==> config.mk <==
export PLATFORM = sky130hd
export DESIGN_NAME = apb_serial_mon
export DESIGN_NICKNAME = d
export VERILOG_FILES = /design/src/rtl/apb_mon_pkg.sv /design/src/rtl/apb_mon_sat_cnt.sv /design/src/rtl/apb_mon_tracker.sv /design/src/rtl/apb_mon_stats.sv /design/src/rtl/apb_serial_mon.sv
export SDC_FILE = /design/constraint.sdc
export NUM_CORES = 1
export LEC_CHECK = 0
export BUFFER_PORTS_ARGS = -buffer_cell sky130_fd_sc_hd__buf_2
export CAP_MARGIN = 20
export CELL_PAD_IN_SITES_DETAIL_PLACEMENT = 1
export CELL_PAD_IN_SITES_GLOBAL_PLACEMENT = 1
export CORE_UTILIZATION = 44
export CTS_CLUSTER_SIZE = 14
export DETAILED_ROUTE_END_ITERATION = 7
export PLACE_DENSITY = 0.8
export SLEW_MARGIN = 30
export SYNTH_ARGS = -nofsm -noshare
export SYNTH_HDL_FRONTEND = slang
export SYNTH_SLANG_ARGS = --single-unit
==> constraint.sdc <==
create_clock -name clk_i -period 2.6 [get_ports clk_i]
set_clock_uncertainty 0.15 [all_clocks]
set_input_delay 0.39 -clock clk_i [delete_from_list [all_inputs] [get_ports clk_i]]
set_output_delay 0.39 -clock clk_i [all_outputs]
set_load 0.005 [all_outputs]
==> src/rtl/apb_mon_pkg.sv <==
package apb_mon_pkg;
  localparam int unsigned NUM_ERR = 4;
  localparam int unsigned E_EARLY    = 0;
  localparam int unsigned E_OVERLAP  = 1;
  localparam int unsigned E_UNSTABLE = 2;
  localparam int unsigned E_STRAY_EN = 3;

  typedef enum logic [1:0] {
    PH_IDLE   = 2'd0,
    PH_SETUP  = 2'd1,
    PH_ACCESS = 2'd2,
    PH_STRAY  = 2'd3
  } ph_e;
endpackage

==> src/rtl/apb_mon_sat_cnt.sv <==
module apb_mon_sat_cnt #(
  parameter int unsigned W = 32
) (
  input  logic         clk_i,
  input  logic         rst_ni,
  input  logic         inc_i,
  output logic [W-1:0] cnt_o
);
  always_ff @(posedge clk_i or negedge rst_ni) begin
    if (!rst_ni)                cnt_o <= '0;
    else if (inc_i && !(&cnt_o)) cnt_o <= cnt_o + 1'b1;
  end
endmodule

==> src/rtl/apb_mon_tracker.sv <==
module apb_mon_tracker
  import apb_mon_pkg::*;
#(
  parameter int unsigned AW = 32,
  parameter int unsigned DW = 32
) (
  input  logic               clk_i,
  input  logic               rst_ni,
  input  logic               psel_i,
  input  logic               penable_i,
  input  logic               pready_i,
  input  logic [AW-1:0]      paddr_i,
  input  logic               pwrite_i,
  input  logic [DW-1:0]      pwdata_i,
  output logic [NUM_ERR-1:0] viol_o,
  output logic               setup_o,
  output logic               wait_o,
  output logic               done_o,
  output ph_e                phase_o
);
  logic          open_q, prev_setup_q;
  logic [AW-1:0] addr_q;
  logic          wr_q;
  logic [DW-1:0] wd_q;
  logic          is_setup, is_access, changed;

  assign is_setup  = psel_i & ~penable_i;
  assign is_access = psel_i & penable_i;
  assign changed   = (paddr_i != addr_q) | (pwrite_i != wr_q) | (pwdata_i != wd_q);

  assign setup_o = is_setup;
  assign wait_o  = open_q & is_access & ~pready_i;
  assign done_o  = open_q & is_access & pready_i;

  always_comb begin
    viol_o             = '0;
    viol_o[E_EARLY]    = prev_setup_q & ~is_access;
    // open and not just out of setup: previous cycle was a waiting access
    viol_o[E_OVERLAP]  = open_q & ~prev_setup_q & is_setup;
    viol_o[E_UNSTABLE] = open_q & is_access & changed;
    viol_o[E_STRAY_EN] = penable_i & ~psel_i;
  end

  always_comb begin
    unique case ({psel_i, penable_i})
      2'b10:   phase_o = PH_SETUP;
      2'b11:   phase_o = PH_ACCESS;
      2'b01:   phase_o = PH_STRAY;
      default: phase_o = PH_IDLE;
    endcase
  end

  always_ff @(posedge clk_i or negedge rst_ni) begin
    if (!rst_ni) begin
      open_q       <= 1'b0;
      prev_setup_q <= 1'b0;
      addr_q       <= '0;
      wr_q         <= 1'b0;
      wd_q         <= '0;
    end else begin
      open_q       <= is_setup | (open_q & is_access & ~pready_i);
      prev_setup_q <= is_setup;
      if (is_setup) begin
        addr_q <= paddr_i;
        wr_q   <= pwrite_i;
        wd_q   <= pwdata_i;
      end
    end
  end
endmodule

==> src/rtl/apb_mon_stats.sv <==
module apb_mon_stats
  import apb_mon_pkg::*;
#(
  parameter int unsigned CW = 32
) (
  input  logic               clk_i,
  input  logic               rst_ni,
  input  logic [NUM_ERR-1:0] viol_i,
  input  logic               setup_i,
  input  logic               wait_i,
  input  logic               done_i,
  input  logic               psel_i,
  output logic [NUM_ERR-1:0] err_flags_o,
  output logic               err_pulse_o,
  output logic [1:0]         err_code_o,
  output logic               done_o,
  output logic [CW-1:0]      last_wait_o,
  output logic [CW-1:0]      last_cost_o,
  output logic [CW-1:0]      xfer_cnt_o,
  output logic [CW-1:0]      wait_cnt_o,
  output logic [CW-1:0]      busy_cnt_o
);
  localparam int unsigned NTOT = 3;

  logic [NTOT-1:0] tot_inc;
  logic [CW-1:0]   tot_cnt [NTOT];
  logic [CW-1:0]   cur_cost_q, cur_wait_q;
  logic [1:0]      code_d;

  function automatic logic [CW-1:0] sat_inc(input logic [CW-1:0] v);
    return (&v) ? v : v + 1'b1;
  endfunction

  assign tot_inc = {psel_i, wait_i, done_i};

  for (genvar g = 0; g < NTOT; g++) begin : g_tot
    apb_mon_sat_cnt #(.W(CW)) u_cnt (
      .clk_i (clk_i),
      .rst_ni(rst_ni),
      .inc_i (tot_inc[g]),
      .cnt_o (tot_cnt[g])
    );
  end

  assign xfer_cnt_o = tot_cnt[0];
  assign wait_cnt_o = tot_cnt[1];
  assign busy_cnt_o = tot_cnt[2];

  // lowest class wins when several fire together
  always_comb begin
    code_d = '0;
    for (int i = NUM_ERR - 1; i >= 0; i--) begin
      if (viol_i[i]) code_d = 2'(i);
    end
  end

  always_ff @(posedge clk_i or negedge rst_ni) begin
    if (!rst_ni) begin
      err_flags_o <= '0;
      err_pulse_o <= 1'b0;
      err_code_o  <= '0;
      done_o      <= 1'b0;
      last_wait_o <= '0;
      last_cost_o <= '0;
      cur_cost_q  <= '0;
      cur_wait_q  <= '0;
    end else begin
      err_flags_o <= err_flags_o | viol_i;
      err_pulse_o <= |viol_i;
      if (|viol_i) err_code_o <= code_d;
      done_o      <= done_i;
      if (setup_i) begin
        cur_cost_q <= CW'(1);
        cur_wait_q <= '0;
      end else if (wait_i) begin
        cur_cost_q <= sat_inc(cur_cost_q);
        cur_wait_q <= sat_inc(cur_wait_q);
      end
      if (done_i) begin
        last_cost_o <= sat_inc(cur_cost_q);
        last_wait_o <= cur_wait_q;
      end
    end
  end
endmodule

==> src/rtl/apb_serial_mon.sv <==
module apb_serial_mon
  import apb_mon_pkg::*;
#(
  parameter int unsigned AW = 32,
  parameter int unsigned DW = 32,
  parameter int unsigned CW = 32
) (
  input  logic          clk_i,
  input  logic          rst_ni,
  input  logic          psel_i,
  input  logic          penable_i,
  input  logic          pready_i,
  input  logic [AW-1:0] paddr_i,
  input  logic          pwrite_i,
  input  logic [DW-1:0] pwdata_i,
  output logic [1:0]    phase_o,
  output logic [3:0]    err_flags_o,
  output logic          err_pulse_o,
  output logic [1:0]    err_code_o,
  output logic          done_o,
  output logic [CW-1:0] last_wait_o,
  output logic [CW-1:0] last_cost_o,
  output logic [CW-1:0] xfer_cnt_o,
  output logic [CW-1:0] wait_cnt_o,
  output logic [CW-1:0] busy_cnt_o
);
  logic [NUM_ERR-1:0] viol;
  logic               setup_c, wait_c, done_c;
  ph_e                phase_d, phase_q;

  apb_mon_tracker #(.AW(AW), .DW(DW)) u_trk (
    .clk_i    (clk_i),
    .rst_ni   (rst_ni),
    .psel_i   (psel_i),
    .penable_i(penable_i),
    .pready_i (pready_i),
    .paddr_i  (paddr_i),
    .pwrite_i (pwrite_i),
    .pwdata_i (pwdata_i),
    .viol_o   (viol),
    .setup_o  (setup_c),
    .wait_o   (wait_c),
    .done_o   (done_c),
    .phase_o  (phase_d)
  );

  apb_mon_stats #(.CW(CW)) u_stats (
    .clk_i      (clk_i),
    .rst_ni     (rst_ni),
    .viol_i     (viol),
    .setup_i    (setup_c),
    .wait_i     (wait_c),
    .done_i     (done_c),
    .psel_i     (psel_i),
    .err_flags_o(err_flags_o),
    .err_pulse_o(err_pulse_o),
    .err_code_o (err_code_o),
    .done_o     (done_o),
    .last_wait_o(last_wait_o),
    .last_cost_o(last_cost_o),
    .xfer_cnt_o (xfer_cnt_o),
    .wait_cnt_o (wait_cnt_o),
    .busy_cnt_o (busy_cnt_o)
  );

  always_ff @(posedge clk_i or negedge rst_ni) begin
    if (!rst_ni) phase_q <= PH_IDLE;
    else         phase_q <= phase_d;
  end

  assign phase_o = phase_q;
endmodule

==> metrics <==
status=complete, no violations; gr ovfl total=0; TritonCTS clock tree=built; DRT Pass-1 Iters=4; CP Class=in2reg; Clock Tree Buf Depth=3; layout cells sized above 1=25.26%; Tcrit/Tclk final=95.68%; routed vias=12890; Cells after Synth=1453; Synth Area in XOR/XNOR=10.19%; Yosys cell types=70; wl on met1=19560 um; WL met3=2074 um; initial antenna violation count=4; WHS=0.007281 ns; Max Clk Rate=0.4020 GHz; Mapped Nets=1532; post-DP HPWL=29700 um; total power=0.01161 W; DR iter-0 viols=674; Placer Congestion=0.8339; sw power=0.003027 W; mux contribution to synthesized area=5.261%; Final Hold Viols=0; CP Max Fanout=3; Syn Std Cell Area=14860 um2; placed cells=2136; Synth Area in Adders=0.7576%; post-route minimum period=2.488 ns; largest net degree at the start of global routing=74; length of routed met2 wiring=23640 um; first-pass GRT wire length=75960 um; unrepaired setup endpoints after global routing=no; sequential power share=45.5%; final WL=47720 um; Final Setup Violations=0; Port Buffers=239; CP startpoint kind=input pin; die footprint=34520 um2; R2R setup slack=0.13 ns; sequential area share after synthesis=50.68%; Clock Power Share=43.8%; drc violations=0; Worst-Skew Late Latency=0.53 ns; NumNets Final=1871; clock tree root buffer cell=clkbuf_16; number of flops mapped to enable cells by yosys=0; row count=66; Top FF cell, synth=dfrtp_1; complex-gate fraction of the synthesized area=9.151%; Synth Warn #=0; Syn Area/Cell=10.23 um2; Boundary Pins=240; max-cap violations=0; Top Layer Used=met4; Vias/cell=5.707; Initial Util=45.22%; FFs w/ async S/R, synth=100.0%; Net Sw Frac=26.06%; CP endpoint kind=flip-flop; Pleak=8.723 nW; worst rel slew slack=55.09%; Non-Filler Instances=2259; Core Area=32870 um2; Total Routing Usage GR=28.21%; largest family of logic cells by synthesized area=simple AND/OR/NAND/NOR gates; internal power=0.008586 W; Least-Margin Pin Slew=0.6685 ns; number of global-route vias before repair=13620; CP arrival=2.79 ns; Setup TNS=0 ns; Comb power frac=10.7%; Synth Register Bits=301; routed length per instance=21.12 um; power per cell area=619.3 nW/um2; CTS Buf Count=35; Layout area overhead=26.16%; Max Slew Vio Count=0; DP Worst Slack=-0.005067 ns; Vert. Die Dim=185.8 um; CTS sink count=301; final setup margin=0.1124 ns; CTS clk-pin slew, worst paths=0.06 ns; DRT antenna net count=0; # H-tree levels=2; Worst EP required=2.90 ns; simple-gate share of the synthesized area=21.15%; Chip Width=185.8 um; Min-Delay Path Class=in2reg; VDD IR max=0.0003645 V
[cells in the final DEF (no fill, tap or decap), drive strengths merged, types with 5 or more instances in the layout]
master       Yosys  routed
mux2i            5       5
or2              6       6
o311ai           5       5
a31oi           27      27
xnor2           87      87
o211ai           6       6
o21ai           66      66
nand2          193     193
or4             23      23
nand4           66      66
or3             35      35
xor2            86      86
and3            19      19
nor2b            9       9
nor4            31      31
and4            17      17
nor3            26      26
clkinv           0       6
nand2b          11      11
nand3           60      60
ha               9       9
inv             34      34
o2111ai          7       7
mux2            65      65
o31ai           22      22
buf             32     309
nor2            79      79
dlygate4sd3      0      58
a2111oi          6       6
clkbuf          33      48
a21oi           48      48
dfrtp          301     301
[what timing repair did]
action,4_1_cts,5_1_grt
gates resized for setup,0,4
buffers inserted,0,3
hold buffers,58,0
setup endpoints to repair,0,21
hold endpoints to repair,123,0
[cell type report]
| type | count | area (um2) |
|---|---|---|
| clock inverters | 10 | 127.6 |
| repair buffers | 367 | 2425 |
| well taps | 442 | 553.0 |
| clock buffers | 48 | 1017 |
| fillers | 3741 | 14110 |
| diodes | 4 | 10.01 |
| flip-flops and latches | 301 | 7533 |
| inverters | 34 | 127.6 |
| multi-input cells | 1053 | 6958 |
[kinds of logic (layout without fill, tap and decap cells)]
| kind of cell | Yosys count | count (layout) |
|---|---|---|
| AO/OA/AOI/OAI | 210 | 210 |
| XOR/XNOR | 173 | 173 |
| adder cells (fa/ha/maj) | 9 | 9 |
| buffers and inverters | 99 | 459 |
| flip-flops | 301 | 301 |
| multiplexers | 70 | 70 |
| other | 0 | 4 |
| AND/OR/NAND/NOR | 591 | 591 |
[layer usage]
metal | GRT usage (%) | vias up
li1 | - | 5874
met1 | 34.12 | 6502
met2 | 48.33 | 369
met3 | 4.617 | 146
met4 | 14.56 | 0
met5 | 0 | -
[worst max-delay path, stage by stage]
cell and delay [ns]:
dlygate4sd3_1 0.54, buf_2 0.14, nor2b_1 0.13, a2111o_1 0.39
or4_1 0.54, nor3_1 0.40, a41o_1 0.26
[path summary, 6_finish.rpt]
path | start | endpoint | cells after the start
setup / recovery | pwdata_i[8] | u_stats.err_code_o[0]$_DFFE_PN0P_ | 7
hold / removal | paddr_i[12] | u_trk.addr_q[12]$_DFFE_PN0P_ | 2
setup reg to reg | u_stats.cur_wait_q[0]$_DFFE_PN0P_ | u_stats.cur_wait_q[25]$_DFFE_PN0P_ | 6
hold reg to reg | u_stats.err_flags_o[0]$_DFF_PN0_ | u_stats.err_flags_o[0]$_DFF_PN0_ | 1
max in group asynchronous | rst_ni | u_stats.g_tot[0].u_cnt.cnt_o[1]$_DFFE_PN0P_ | 3
min in group asynchronous | rst_ni | u_trk.addr_q[31]$_DFFE_PN0P_ | 2
[metrics by stage]
stage / cell area [um2] / util (%)
finish: 18750 / 57.05
global route: 18750 / 57.05
CTS: 18690 / 56.88
detailed placement: 16970 / 51.63
global placement: 16970 / 51.63
floorplan: 14860 / -
[state kept, by name, summed over array words and instances, names as in the netlist]
register and count:
u_stats.g_tot.u_cnt.cnt_o 96, u_stats.cur_cost_q 32, u_stats.cur_wait_q 32, u_stats.last_cost_o 32, u_stats.last_wait_o 32, u_trk.addr_q 32, u_trk.wd_q 32, u_stats.err_flags_o 4
phase_o 2, u_stats.err_code_o 2, u_stats.done_o 1, u_stats.err_pulse_o 1, u_trk.open_q 1, u_trk.prev_setup_q 1, u_trk.wr_q 1
[power groups by stage]
stage / registers [W] / logic [W] / clock network (W)
2_1_floorplan: 0.00529 / 0.000561 / 0
3_3_place_gp: 0.00530 / 0.00107 / 0
3_5_place_dp: 0.00533 / 0.00112 / 0
4_1_cts: 0.00525 / 0.00121 / 0.00508
5_1_grt: 0.00531 / 0.00136 / 0.00534
6_report: 0.00528 / 0.00125 / 0.00508
[Yosys cell counts, types with 3 or more instances]
cell type	instances	area [um2]
nand4_1	62	387.9
o31ai_1	20	150.1
xor2_1	86	753.2
nor2_1	79	296.5
mux2_2	64	720.7
nand2b_1	11	68.82
a21oi_1	48	240.2
clkbuf_1	32	120.1
and2_1	4	25.02
ha_1	9	112.6
a22o_1	3	26.28
dfrtp_1	301	7532
nor3_1	25	125.1
a2111oi_0	3	26.28
inv_1	34	127.6
or4_1	22	165.2
nand3_1	60	300.3
o21ai_0	64	320.3
nor4_4	5	106.4
and3_1	19	118.9
and4_1	16	140.1
o211ai_1	5	37.54
mux2i_1	5	50.05
nand2_1	193	724.4
o311ai_0	4	35.03
buf_2	17	85.08
a211oi_1	4	30.03
nor2b_1	9	56.30
or2_2	6	37.54
or3_1	35	219.0
a2111oi_2	3	45.04
nor4_1	25	156.4
o22ai_1	3	18.77
buf_1	11	41.29
xnor2_1	87	762.0
nand4b_1	3	26.28
a31oi_1	27	168.9
o2111ai_1	7	61.31
Note: power is estimated with default switching activity, not from simulation.
